`config.mk`:
```
export PLATFORM = sky130hd
export DESIGN_NAME = sharing_classifier
export DESIGN_NICKNAME = d
export VERILOG_FILES = /design/src/rtl/sharing_classifier.sv
export SDC_FILE = /design/constraint.sdc
export NUM_CORES = 1
export LEC_CHECK = 0
export BUFFER_PORTS_ARGS = -buffer_cell sky130_fd_sc_hd__clkbuf_2
export CAP_MARGIN = 20
export CORE_ASPECT_RATIO = 0.5
export CORE_MARGIN = 4
export CORE_UTILIZATION = 58
export CTS_CLUSTER_DIAMETER = 100
export CTS_CLUSTER_SIZE = 20
export DETAILED_ROUTE_END_ITERATION = 16
export PLACE_DENSITY = 0.77
export SYNTH_ARGS = -nofsm -noshare
export SYNTH_HDL_FRONTEND = slang
export SYNTH_SLANG_ARGS = --single-unit
```
`constraint.sdc`:
```
create_clock -name clk -period 3 [get_ports clk]
set_clock_uncertainty 0.15 [all_clocks]
set_input_delay 0.15 -clock clk [delete_from_list [all_inputs] [get_ports clk]]
set_output_delay 0.15 -clock clk [all_outputs]
set_load 0.03 [all_outputs]
```
`src/rtl/sharing_classifier.sv`:
```
module sharing_classifier #(
  parameter int NBLK  = 16,
  parameter int ID_W  = 4,
  parameter int CNT_W = 5,
  localparam int IDX_W = (NBLK > 1) ? $clog2(NBLK) : 1
) (
  input  logic             clk,
  input  logic             rst_n,
  input  logic             req_valid,
  input  logic [1:0]       req_kind,
  input  logic [ID_W-1:0]  req_id,
  input  logic [IDX_W-1:0] req_blk,
  input  logic [CNT_W-1:0] dir_sharers,
  input  logic             dir_shared,
  input  logic [IDX_W-1:0] qry_blk,
  output logic [1:0]       qry_pat
);
  localparam logic [1:0] K_RD = 2'b00, K_WR = 2'b01, K_UP = 2'b10;

  logic [NBLK-1:0]           own_vld, mig, pc, seen, wrote;
  logic [NBLK-1:0][ID_W-1:0] own_id;

  logic            cur_vld;
  logic [ID_W-1:0] cur_own;
  logic            n_vld, n_mig, n_pc, n_seen, n_wrote;
  logic [ID_W-1:0] n_own;
  logic            act;

  assign act     = req_valid && (req_kind != 2'b11);
  assign cur_vld = own_vld[req_blk];
  assign cur_own = own_id[req_blk];

  always_comb begin
    n_vld   = cur_vld;
    n_own   = cur_own;
    n_mig   = mig[req_blk];
    n_pc    = pc[req_blk];
    n_seen  = seen[req_blk];
    n_wrote = wrote[req_blk];
    if (act) begin
      n_seen = 1'b1;
      if (req_kind == K_WR) begin
        n_wrote = 1'b1;
        if (dir_shared) n_pc = cur_vld && (cur_own == req_id);
        n_vld = 1'b1;
        n_own = req_id;
      end else if (req_kind == K_UP) begin
        n_wrote = 1'b1;
        n_mig   = (dir_sharers == CNT_W'(1)) && cur_vld && (cur_own != req_id);
        n_vld   = 1'b1;
        n_own   = req_id;
      end
    end
  end

  function automatic logic [1:0] enc(input logic m, input logic p,
                                     input logic s, input logic w);
    if (m)           return 2'b01;
    else if (p)      return 2'b10;
    else if (s && !w) return 2'b11;
    else             return 2'b00;
  endfunction

  logic       fwd;
  logic [1:0] q_next;
  assign fwd    = act && (req_blk == qry_blk);
  assign q_next = fwd ? enc(n_mig, n_pc, n_seen, n_wrote)
                      : enc(mig[qry_blk], pc[qry_blk], seen[qry_blk], wrote[qry_blk]);

  always_ff @(posedge clk) begin
    if (!rst_n) begin
      own_vld <= '0;
      own_id  <= '0;
      mig     <= '0;
      pc      <= '0;
      seen    <= '0;
      wrote   <= '0;
      qry_pat <= 2'b00;
    end else begin
      qry_pat <= q_next;
      if (act) begin
        own_vld[req_blk] <= n_vld;
        own_id[req_blk]  <= n_own;
        mig[req_blk]     <= n_mig;
        pc[req_blk]      <= n_pc;
        seen[req_blk]    <= n_seen;
        wrote[req_blk]   <= n_wrote;
      end
    end
  end
endmodule


```
==> results.txt <==
Final hold analysis gives a worst-case slack of 131.8 ps. For hold timing, the worst endpoint is seen[6]. The met3 layer wire length in the routed design is 1540 µm. For this run, the top clock speed supported by timing is 345.0 MHz. The number of ports placed on the die boundary came out at 25.

The area of the core is 11910 µm². The proportion of synthesized chip area in sequential cells came out at 0.4093. The total length of routed met2 wires came out at 8544 µm. The most used flip-flop cell after synthesis is dfxtp_1. The horizontal die dimension is 164.9 µm. The average instance in the mapped netlist occupies 10.50 µm². The maximum level of the CTS H-tree is 4. The run finished with clean final reports. The first-pass iteration count of the detailed router is 8. The number of warnings issued by yosys came out at 0. The remaining routing DRC violations came out at 0. The number of stages on the worst hold path is 2. The overall die area is 14260 µm². The number of buffer cells added on primary ports came out at 24.

The required time of the critical path is 3200 ps. The share of the synthesized area in compound gates (AO/OA/AOI/OAI) is 0.2171. The worst setup path is launched from a flip-flop. The setup TNS is 0 ps. The total overflow left after global routing is 0. Before CTS, the worst setup slack after placement is 48.22 ps.

The cts-stage hold buffer count is 0. The aggregate global-route resource usage is 0.2681. The wire length of the first global-routing pass came out at 29670 µm. The critical path is of the reg -> reg type. The combinational family with the most area after synthesis is compound AO/OA/AOI/OAI gates.

Of the total synthesized cell area, the portion taken by AND, OR, NAND and NOR gates is 0.1127. Clock tree synthesis selected as its root buffer the cell clkbuf_16. The clock latency on the worst-skew pair is 420 ps. The clock tree from TritonCTS is done.

The post-detailed-route wirelength per cell came out at 20.49 µm. Counting the buffers created by CTS gives 17. The count of clock tree sinks is 146. Routability-driven placement finished with a final weighted congestion of 0.8976. Overall power consumption after layout is estimated at 0.004624 W. The commonest non-fill, non-tap cell in the layout is dfxtp_1. The pin count of the biggest net entering global routing is 77. The worst path arrival time is 3100 ps. The floorplan has 28 rows. The worst setup path is captured at a flip-flop. The number of global-route vias before repair came to 5623. The cell count of the worst reg-to-reg path is 8. The endpoint identified for the worst register-to-register timing path is pc[2]. Synthesis produced a netlist with a net count of 703. The post-synthesis async set-or-reset flop share came out at 0.

For the finished layout, the period the worst path requires is 2899 ps. The sum of net half-perimeters after detailed placement is 12030 µm. The iteration-0 DRC count of the detailed router came out at 635. The total setup buffers inserted after CTS is 0.

The post-detailed-route via-to-cell ratio is 6.499. The slack of the critical path is 101.4 ps. For this configuration, the core starts out at a cell density of 0.5995. The register-to-register setup slack is 100 ps. The final layout contains 736 nets. The number of nets still failing antenna checks after routing came out at 0. The parity-gate share of the synthesized area counting xor and xnor cells came out at 0.008586. The count of inserted antenna diode cells came out at 0. The layout overhead on the synthesized area came out at 15.49%. The number of antenna violations at the first check in global routing is 0. The areal power density over the cells came out at 560.7 nW/µm². The worst-path maximum fanout came out at 16. The count of mapped cells out of synthesis came out at 680. The final hold violation count came out at 0.

The static leakage came out at 4.002 nW. The detailed router placed 5784 vias in this run. The adder and majority cell fraction of the synthesized area is 0. For the pin with the worst max-slew slack, the measured transition is 654.9 ps. The number of max-capacitance violations reported came out at 0. After detailed routing, the wire length on met1 is 7799 µm. The height of the die is 86.46 µm.

The post-synthesis mux area share came out at 0.2022. Setup repair after global routing left no endpoint under its margin. The number of enable-type register cells in the synthesized netlist came out at 0. The number of gates given a new drive strength after cts is 0. The highest metal layer carrying signal wires in the routed design is met4. The worst supply voltage drop on vdd came out at 0.3708 mV. The clock slew at the register clock pins of the worst setup and hold paths came out at 60 ps. The post-synth design cell area came out at 7141 µm².

The number of buffers on the longest clock path is 2. The top cell types in the final layout, fill and taps aside, are dfxtp_1 (146), nand2_1 (86), o211a_1 (80). Setup violations remaining at the end of the flow were counted as 0. The register bit total from synthesis came out at 146. The number of filler instances in the final layout came out at 876. Synthesis instantiated 41 different standard cells from the library. The number of max-slew violations in the final report is 0. In this run the tightest slew margin relative to its limit is 0.5610. The final routed wirelength across all metal layers is 18240 µm. The final cycle utilization of the critical path came out at 0.9662. The launch instance of the worst register-to-register path is own_id[47]. The tightest min-delay check is of the in -> reg type.

The share of post-route cells with drive strength above 1 came out at 0.2179. The startpoint of the most critical hold path is rst_n.
worst max-delay path, stage by stage, from the launching register on:
cell and delay, ps:
dfxtp_1 340, mux4_1 490, mux4_2 520, xnor2_1 240, nand2_1 160, nor4_1 450, nor2_1 80, buf_4 230
a21oi_1 170
worst max path at each step:
| stage | from | endpoint | depth (start not counted) |
|---|---|---|---|
| floorplan | req_blk[1] | qry_pat[1] | 9 |
| global placement | req_blk[0] | qry_pat[1] | 8 |
| detailed placement | req_blk[0] | pc[2] | 9 |
| CTS | own_id[39] | pc[2] | 8 |
| global route | own_id[47] | pc[1] | 8 |
| finish | own_id[47] | pc[2] | 8 |
synthesized netlist by cell type, types with 2 or more instances:
cell type | number | area share
nor2b_1 | 5 | 0.0044
mux4_2 | 40 | 0.13
buf_1 | 3 | 0.0016
mux2i_1 | 28 | 0.039
nor3b_1 | 8 | 0.0084
nor2_1 | 18 | 0.0095
a311oi_1 | 4 | 0.0049
a211oi_1 | 4 | 0.0042
inv_1 | 25 | 0.013
xor2_1 | 3 | 0.0037
buf_6 | 2 | 0.0032
a22oi_1 | 4 | 0.0042
nand2_1 | 86 | 0.045
buf_2 | 10 | 0.0070
mux4_1 | 10 | 0.037
nand4_1 | 5 | 0.0044
a31oi_1 | 4 | 0.0035
a21boi_0 | 2 | 0.0021
nor4_1 | 2 | 0.0018
nand3b_1 | 2 | 0.0021
nand3_1 | 4 | 0.0028
and4b_1 | 2 | 0.0028
and2_1 | 21 | 0.018
nor3_1 | 6 | 0.0042
xnor2_1 | 4 | 0.0049
o21a_1 | 19 | 0.020
a21oi_2 | 10 | 0.012
or3_1 | 5 | 0.0044
dfxtp_1 | 146 | 0.41
o21ai_0 | 33 | 0.023
clkbuf_1 | 42 | 0.022
a21oi_1 | 31 | 0.022
o211a_1 | 80 | 0.11
nand2b_1 | 5 | 0.0044
layout make-up:
| class | instances | area (µm²) | area share |
|---|---|---|---|
| Clock buffer | 19 | 432.9 | 0.05250 |
| Clock inverter | 12 | 182.7 | 0.02215 |
| Timing Repair Buffer | 73 | 528.0 | 0.06403 |
| Tap cell | 165 | 206.4 | 0.02503 |
| Multi-Input combinational cell | 450 | 3880 | 0.4705 |
| Inverter | 25 | 93.84 | 0.01138 |
| Sequential cell | 146 | 2923 | 0.3544 |
per-layer routing:
layer,up-vias,GRT usage
li1,2607,-
met1,2851,0.3627
met2,282,0.4326
met3,44,0.06413
met4,0,0.08226
met5,-,0
where the power goes:
part	internal [W]	total (W)	leakage (nW)	switching (W)
Combinational	0.000155	0.000387	2.53	0.000231
Sequential	0.00197	0.00200	1.18	0.0000235
Clock	0.00139	0.00224	0.290	0.000846
Total	0.00352	0.00462	4.00	0.00110
cells by family after synthesis:
kind of cell,Yosys count
xor+xnor,7
compound gates,196
mux,78
flops,146
simple gates,169
buf+inv,84
through the flow:
| step | area [µm²] | utilization | instances |
|---|---|---|---|
| 6_report | 8247 | 0.6923 | 890 |
| 4_1_cts | 8247 | 0.6923 | 890 |
| 3_3_place_gp | 7631 | 0.6407 | 859 |
| 3_5_place_dp | 7631 | 0.6407 | 859 |
| 5_1_grt | 8247 | 0.6923 | 890 |
| 2_1_floorplan | 7141 | - | 680 |
registers in the layout (all words and copies together), names as in the netlist:
signal and count:
pc 16, qry_pat 2, seen 16, mig 16, own_id 64, wrote 16, own_vld 16
Note: power is estimated with default switching activity, not from simulation.
